<file path="src/rtl/gpio_octet_port.sv">
module gpio_octet_port #(
  parameter int PINS = 8
) (
  input  logic            clk,
  input  logic            rst_n,
  input  logic            wr_en,
  input  logic            wr_full,
  input  logic [4:0]      wr_addr,
  input  logic [PINS-1:0] wr_data,
  input  logic            rd_full,
  input  logic [4:0]      rd_addr,
  output logic [PINS-1:0] rd_data,
  input  logic [PINS-1:0] pin_in,
  output logic [PINS-1:0] pin_dir,
  output logic [PINS-1:0] pin_out,
  output logic [PINS-1:0] pin_pullup,
  output logic            irq
);
  localparam logic [4:0] F_DIR = 5'h00, F_DSET = 5'h01, F_DCLR = 5'h02, F_DTGL = 5'h03;
  localparam logic [4:0] F_OUT = 5'h04, F_OSET = 5'h05, F_OCLR = 5'h06, F_OTGL = 5'h07;
  localparam logic [4:0] F_IN = 5'h08, F_FLG = 5'h09, F_CTL = 5'h10;
  localparam logic [4:0] C_DIR = 5'h00, C_OUT = 5'h01, C_IN = 5'h02, C_FLG = 5'h03;

  logic [PINS-1:0] dir_q, out_q, flg_q, sync1_q, sync2_q, prev_q;
  logic [PINS-1:0] dir_n, out_n, clr, evt, in_val;
  logic [3:0]      ctl_q [PINS];

  wire w_full = wr_en & wr_full;
  wire w_cmp  = wr_en & ~wr_full;

  assign in_val  = (dir_q & out_q) | (~dir_q & sync2_q);
  assign pin_dir = dir_q;
  assign pin_out = out_q;
  assign irq     = |flg_q;

  always_comb begin
    dir_n = dir_q;
    out_n = out_q;
    clr   = '0;
    if (w_full) begin
      case (wr_addr)
        F_DIR:   dir_n = wr_data;
        F_DSET:  dir_n = dir_q | wr_data;
        F_DCLR:  dir_n = dir_q & ~wr_data;
        F_DTGL:  dir_n = dir_q ^ wr_data;
        F_OUT:   out_n = wr_data;
        F_OSET:  out_n = out_q | wr_data;
        F_OCLR:  out_n = out_q & ~wr_data;
        F_OTGL:  out_n = out_q ^ wr_data;
        F_FLG:   clr   = wr_data;
        default: ;
      endcase
    end else if (w_cmp) begin
      case (wr_addr)
        C_DIR:   dir_n = wr_data;
        C_OUT:   out_n = wr_data;
        C_FLG:   clr   = wr_data;
        default: ;
      endcase
    end
  end

  for (genvar i = 0; i < PINS; i++) begin : g_pin
    always_ff @(posedge clk or negedge rst_n) begin
      if (!rst_n) ctl_q[i] <= '0;
      else if (w_full && wr_addr == F_CTL + 5'(i)) ctl_q[i] <= wr_data[3:0];
    end
    assign pin_pullup[i] = ctl_q[i][3];
    always_comb begin
      case (ctl_q[i][2:0])
        3'd1:    evt[i] = in_val[i] ^ prev_q[i];
        3'd2:    evt[i] = in_val[i] & ~prev_q[i];
        3'd3:    evt[i] = ~in_val[i] & prev_q[i];
        3'd5:    evt[i] = ~in_val[i];
        default: evt[i] = 1'b0;
      endcase
    end
  end

  always_ff @(posedge clk or negedge rst_n) begin
    if (!rst_n) begin
      dir_q   <= '0;
      out_q   <= '0;
      flg_q   <= '0;
      sync1_q <= '0;
      sync2_q <= '0;
      prev_q  <= '0;
    end else begin
      dir_q   <= dir_n;
      out_q   <= out_n;
      flg_q   <= (flg_q & ~clr) | evt;
      sync1_q <= pin_in;
      sync2_q <= sync1_q;
      prev_q  <= in_val;
    end
  end

  always_comb begin
    rd_data = '0;
    if (rd_full) begin
      case (rd_addr)
        F_DIR:   rd_data = dir_q;
        F_OUT:   rd_data = out_q;
        F_IN:    rd_data = in_val;
        F_FLG:   rd_data = flg_q;
        default:
          if (rd_addr >= F_CTL && rd_addr < F_CTL + 5'(PINS))
            rd_data = PINS'(ctl_q[rd_addr - F_CTL]);
      endcase
    end else begin
      case (rd_addr)
        C_DIR:   rd_data = dir_q;
        C_OUT:   rd_data = out_q;
        C_IN:    rd_data = in_val;
        C_FLG:   rd_data = flg_q;
        default: ;
      endcase
    end
  end
endmodule

</file>
<file path="config.mk">
export PLATFORM = sky130hd
export DESIGN_NAME = gpio_octet_port
export DESIGN_NICKNAME = d
export VERILOG_FILES = /design/src/rtl/gpio_octet_port.sv
export SDC_FILE = /design/constraint.sdc
export NUM_CORES = 1
export LEC_CHECK = 0
export BUFFER_PORTS_ARGS = -buffer_cell sky130_fd_sc_hd__buf_2
export CORE_AREA = 2 2 117 96
export DETAILED_ROUTE_END_ITERATION = 10
export DIE_AREA = 0 0 119 98
export PLACE_DENSITY_LB_ADDON = 0.2
export SLEW_MARGIN = 20
export SYNTH_ARGS = -nofsm -noshare
export SYNTH_HDL_FRONTEND = slang
export SYNTH_SLANG_ARGS = --single-unit
</file>
<file path="constraint.sdc">
create_clock -name clk -period 1.55 [get_ports clk]
set_input_delay 0.0775 -clock clk [delete_from_list [all_inputs] [get_ports clk]]
set_output_delay 0.0775 -clock clk [all_outputs]
set_load 0.01 [all_outputs]
</file>
# After elaboration in Yosys (flattened, before gate mapping)
# Index checks and enable logic that the tools add are counted.
# W data, S select, Z words.
[classes] add_sub_neg=1 order_cmp=3 n_eq_ne=55 mux=27 n_bitwise=58 reduce_logical=18
[op_table] operator="$pmux W8 S4" count=4
[op_table] operator="$mux W8" count=11
[op_table] operator="$eq A3 B2 Y1 const B" count=16
[op_table] operator="$and A8 B8 Y8" count=5
[op_table] operator="$eq A5 B5 Y1 const B" count=8
[op_table] operator="$or A8 B8 Y8" count=4
[op_table] operator="$pmux W1 S4" count=8
[op_table] operator="$eq A5 B3 Y1 const B" count=5
[op_table] operator="$eq A3 B1 Y1 const B" count=8
[op_table] operator="$eq A3 B3 Y1 const B" count=8
[op_table] operator="$not A8 Y8" count=3
[op_table] operator="$eq A5 B2 Y1 const B" count=4
[op_table] operator="$and A1 B1 Y1" count=18
[op_table] operator="$not A1 Y1" count=17
[op_table] operator="$xor A8 B8 Y8" count=2
[op_table] operator="$eq A5 B4 Y1 const B" count=3
[op_table] operator="$bmux W4 S3" count=1
[op_table] operator="$mux W4" count=3
[op_table] operator="$eq A5 B1 Y1 const B" count=2
[op_table] operator="$logic_not A5 Y1" count=2
[op_table] operator="$logic_and A1 B1 Y1" count=9
[op_table] operator="$reduce_or A8 Y1" count=1
[op_table] operator="$xor A1 B1 Y1" count=8
[op_table] operator="$ge A6 B4 Y1 const B" count=1
[op_table] operator="8 further kinds" count=11
[totals] reg_bits=80 output_inout_bits=33 elab_cells=176

# Longest topological paths before layout
[depth] depth_word=8 mapped_depth=7

# Least setup slack after synthesis
# No wires, ideal clock.
[synth_timing] path_type="reg-to-reg" start="reg dir_q[0] (netlist: pin_dir[0])" end="reg flg_q[0]" setup_time_ns=0.134 arrival_time_ns=1.632 required_ns=1.416 slack_ns=-0.216 stages_incl_launch_ff=8 path_buffers=1 synth_period_minus_slack_ns=1.766 path_cell_list="dfrtp_1 clkbuf_1 mux2i_1 inv_1 ha_1 mux2_2 a21oi_1 o211ai_1"
[synth_between] elab_chain_len=7 elab_cells_between_ends=10 classes_between="mux (1); bitwise (9)"
[synth_rtl] item="from (decl)" line="24" source="logic [PINS-1:0] dir_q, out_q, flg_q, sync1_q, sync2_q, prev_q;"
[synth_rtl] item="from (signal assigned)" line="89" source="dir_q <= dir_n;"
[synth_rtl] item="$not A8 Y8" line="31" source="assign in_val = (dir_q & out_q) | (~dir_q & sync2_q);"
[synth_rtl] item="$and A8 B8 Y8" line="31"
[synth_rtl] item="$or A8 B8 Y8 *" line="31"
[synth_rtl] item="named net in_val[0]" line="25" source="logic [PINS-1:0] dir_n, out_n, clr, evt, in_val;"
[synth_rtl] item="$not A1 Y1" line="73, 74"
[synth_rtl] item="$and A1 B1 Y1" line="73" source="3'd3: evt[i] = ~in_val[i] & prev_q[i];"
[synth_rtl] item="$pmux W1 S4 *" line="70" source="case (ctl_q[i][2:0])"
[synth_rtl] item="$or A8 B8 Y8 *" line="91" source="flg_q <= (flg_q & ~clr) | evt;"
[synth_rtl] item="to (signal assigned)" line="91"
[synth_rtl] item="to (decl)" line="24"
# The timed path passes the listed nets; every way through them passes the cells marked *.
# A chain may end at the register's enable or synchronous reset.

# Final worst setup path
[layout_timing] start="reg dir_q[0] (netlist: pin_dir[0])" end="out rd_data[0]"
[layout_between] elab_chain_len=5 elab_cells_between_ends=7 classes_between="mux (3); bitwise (4)"
[layout_rtl] item="$not A8 Y8" line="31"
[layout_rtl] item="$and A8 B8 Y8" line="31"
[layout_rtl] item="$or A8 B8 Y8" line="31"
[layout_rtl] item="$pmux W8 S4, on equally long branches" line="111, 101"
[layout_rtl] item="$mux W8 *" line="100" source="if (rd_full) begin"
[layout_rtl] item="to (decl)" line="12" source="output logic [PINS-1:0] rd_data,"
# Every way passes the cells marked *; elsewhere a longest branch is shown, timed or not.

==> flow_summary.yaml <==
synthesis:
  synth_fa_ha_area_share_pct: 10.88
  synth_xor_xnor_area_share_pct: 0
  synthMostInstantiatedCell: "dfrtp_1"
  synth_top_area_cell: "dfrtp_1"
  synth-seq-cells: 80
  netlist_instances: 524
  ys_types: 58
  synth-main-ff-cell: "dfrtp_1"
  seq_area_frac_synth_pct: 36.28
  synth-simple-area-share_pct: 14.56
  synthTopCellsByArea: "dfrtp_1 36%, mux2_2 11%, ha_1 11%"
  synth_area_per_cell_um2: 10.53
  synth_commonest_cells: "80 x dfrtp_1, 55 x mux2_2, 48 x ha_1"
  yosys_warnings: 0
  synth.area.mux_share_pct: 16.58
  synth_top_family_by_area: "multiplexers"
  synth_nets: 603
  synth_compound_area_share_pct: 15.10
  synthesis.area_mm2: 0.005518
  synth_top_area_share_pct: 36.28
  async_flop_share_pct: 100.0
  synth_edf_count: 0
clock_tree:
  cts_root_buffer: "clkbuf_16"
  cts_buffers: 9
  cts_tree: "yes"
  path_clk_slew_ns: 0.06
  worstSkewPairLatency_ns: 0.34
  cts.sinks: 80
  cts_buffer_depth: 2
  htree_levels: 3
timing:
  fmax_ghz: 0.5446
  fin_crit_sh_pct: 118.5
  slew_headroom_pct: 51.38
  tns_ns: -2.696
  hold_viol_final: 0
  maxSlewViolCount: 0
  worst_slew_pin_slew_ns: 0.7279
  rsz0062_at_grt: "true"
  fin_crit_ns: 1.836
  fin_hold_ws_ns: 0.01992
  timing.final.ws_setup_ns: -0.2861
  setup_viol: 19
  fin_skew_ns: 0.005938
cells_and_area:
  drive_above_1_share_pct: 51.52
  utilization_pct: 73.20
  area_delta_synth_final_pct: 40.52
  diodes: 0
  fin_nets: 765
worst_setup_path:
  r2r_start: "pin_dir[6]"
  critPathKind: "register to output pin"
  required_ns: 1.47
  path_max_fanout: 4
  cp-start-kind: "register"
  r2r_slack_ns: -0.16
  r2r_end: "flg_q[6]"
  cp.arrival_ns: 1.76
  cp-end-kind: "output pin"
  reg2reg_depth: 7
die:
  start_util_pct: 52.09
  chipWidth_um: 119
  dieArea_mm2: 0.01166
  io_pins: 64
  row_count: 34
  die_h_um: 98
  core_mm2: 0.01059
drt:
  drc_errors: 0
  wire_per_inst_um: 21.30
  drtIter0Drc: 455
  firstDrtPassIters: 7
  viasPerCell: 6.036
  antenna_left: 0
  vias: 5040
  routed_wl_mm: 17.79
grt:
  antenna_found_initial: 0
  grt-ovfl-total: 0
  grt_max_degree: 36
  grt_pass1_vias: 5047
  grt_pass1_wl_mm: 27.03
  grtUsageTotal_pct: 29.89
outcome:
  status: "finished, violations left"
  violations: "setup timing"
worst_hold_path:
  holdCritPathClass: "primary input to register"
  hold_depth: 2
  hold_start: "wr_data[5]"
  hold_end: "pin_out[5]"
power_and_ir_drop:
  peakVddDrop_v: 0.0007848
  power_leakage_nw: 3.542
  power.density_mw_per_mm2: 1137
placement:
  dp_hpwl_mm: 12.16
  gp_congestion: 0.9526
  port-buffer-count: 63
  pre_cts_ws_ns: -0.08679
flow_run:
  maxCapViolations: 0
==> where the power goes <==
group | total (mW) | leakage, nW | switching [mW] | internal (mW)
Clock | 2.34 | 0.155 | 0.882 | 1.46
Combinational | 3.55 | 2.43 | 1.62 | 1.93
Sequential | 2.92 | 0.957 | 0.454 | 2.47
Total | 8.82 | 3.54 | 2.95 | 5.86
==> logic make-up after synthesis <==
family                     count (synthesis)
AOI/OAI and AO/OA                        114
adders and majority gates                 48
buffers and inverters                     77
DFF                                       80
muxes                                     82
and+or+nand+nor                          123
==> registers in the layout (all words and copies together) (netlist names) <==
name and count:
ctl_q 24, pin_dir 8, sync2_q 8, pin_out 8, flg_q 8, pin_pullup 8
sync1_q 8, prev_q 8
==> how the worst max path moves through the flow <==
stage	from	endpoint	slack [ns]	cells past startpoint
final	pin_dir[0]	rd_data[0]	-0.29	5
after detailed placement	pin_dir[0]	flg_q[0]	-0.09	6
after floorplan	pin_dir[3]	flg_q[3]	-0.06	7
after global routing	pin_dir[1]	rd_data[1]	-0.35	6
after CTS	pin_dir[1]	rd_data[1]	-0.28	5
after global placement	pin_dir[0]	flg_q[0]	-0.04	6
==> metrics by stage <==
step           power [mW]  std cells  instance area (um^2)
3_3_place_gp        5.380        790                  6606
5_1_grt             9.270        835                  7754
3_5_place_dp        5.510        790                  6606
6_report            8.815        835                  7754
2_1_floorplan       4.348        524                  5600
4_1_cts             8.379        832                  7440
==> routing by layer <==
layer	GRT usage [%]	vias up	wire length, um
met2	47.75	207	8501
met3	6.075	37	1200
li1	-	2263	-
met1	40.36	2533	7622
met4	11.08	0	465
met5	0	-	0
==> layout by cell type, fill, tap and decap left out, types with 4 or more instances in the layout <==
cell type	netlist	routed
a21oi_1	30	14
a21oi_2	0	16
a221o_1	8	8
a22o_1	6	6
a22oi_1	10	9
and3_1	5	5
buf_2	11	62
buf_4	14	87
buf_6	1	24
clkbuf_16	0	9
dfrtp_1	80	65
dfrtp_2	0	15
dlygate4sd3_1	0	11
ha_1	48	30
ha_2	0	5
ha_4	0	13
inv_1	41	29
inv_2	0	7
inv_4	0	5
mux2_2	55	40
mux2_4	0	15
mux2i_1	25	20
mux2i_4	0	4
nand2_1	19	15
nand2_2	0	4
nand2b_1	11	11
nand3_1	18	14
nand3b_1	7	7
nand4b_1	8	8
nor2_1	15	15
nor2b_1	6	5
nor3b_1	13	4
nor3b_2	0	9
o211ai_1	10	10
o21ai_0	11	10
o22a_1	6	6
==> what timing repair did <==
action | CTS | global route
pin swaps | 27 | 29
hold buffers | 11 | 0
setup buffers | 15 | 8
setup endpoints to repair | 23 | 32
resized for setup | 65 | 72
hold endpoints to repair | 42 | 0
==> critical path, stage by stage (launching register included) <==
cell and delay (ns):
dfrtp_2 0.47, mux2_2 0.29, a32oi_2 0.16, a21oi_1 0.09
a211o_1 0.26, buf_2 0.15
==> cell type report <==
cell class | count | area (um^2)
Inverter | 41 | 166.4
Multi-Input combinational cell | 367 | 3651
Timing Repair Buffer | 187 | 1404
Clock buffer | 10 | 239.0
Sequential cell | 80 | 2021
Tap cell | 144 | 180.2
Clock inverter | 6 | 92.59
Fill cell | 739 | 2839
(Power assumes the default switching activity.)
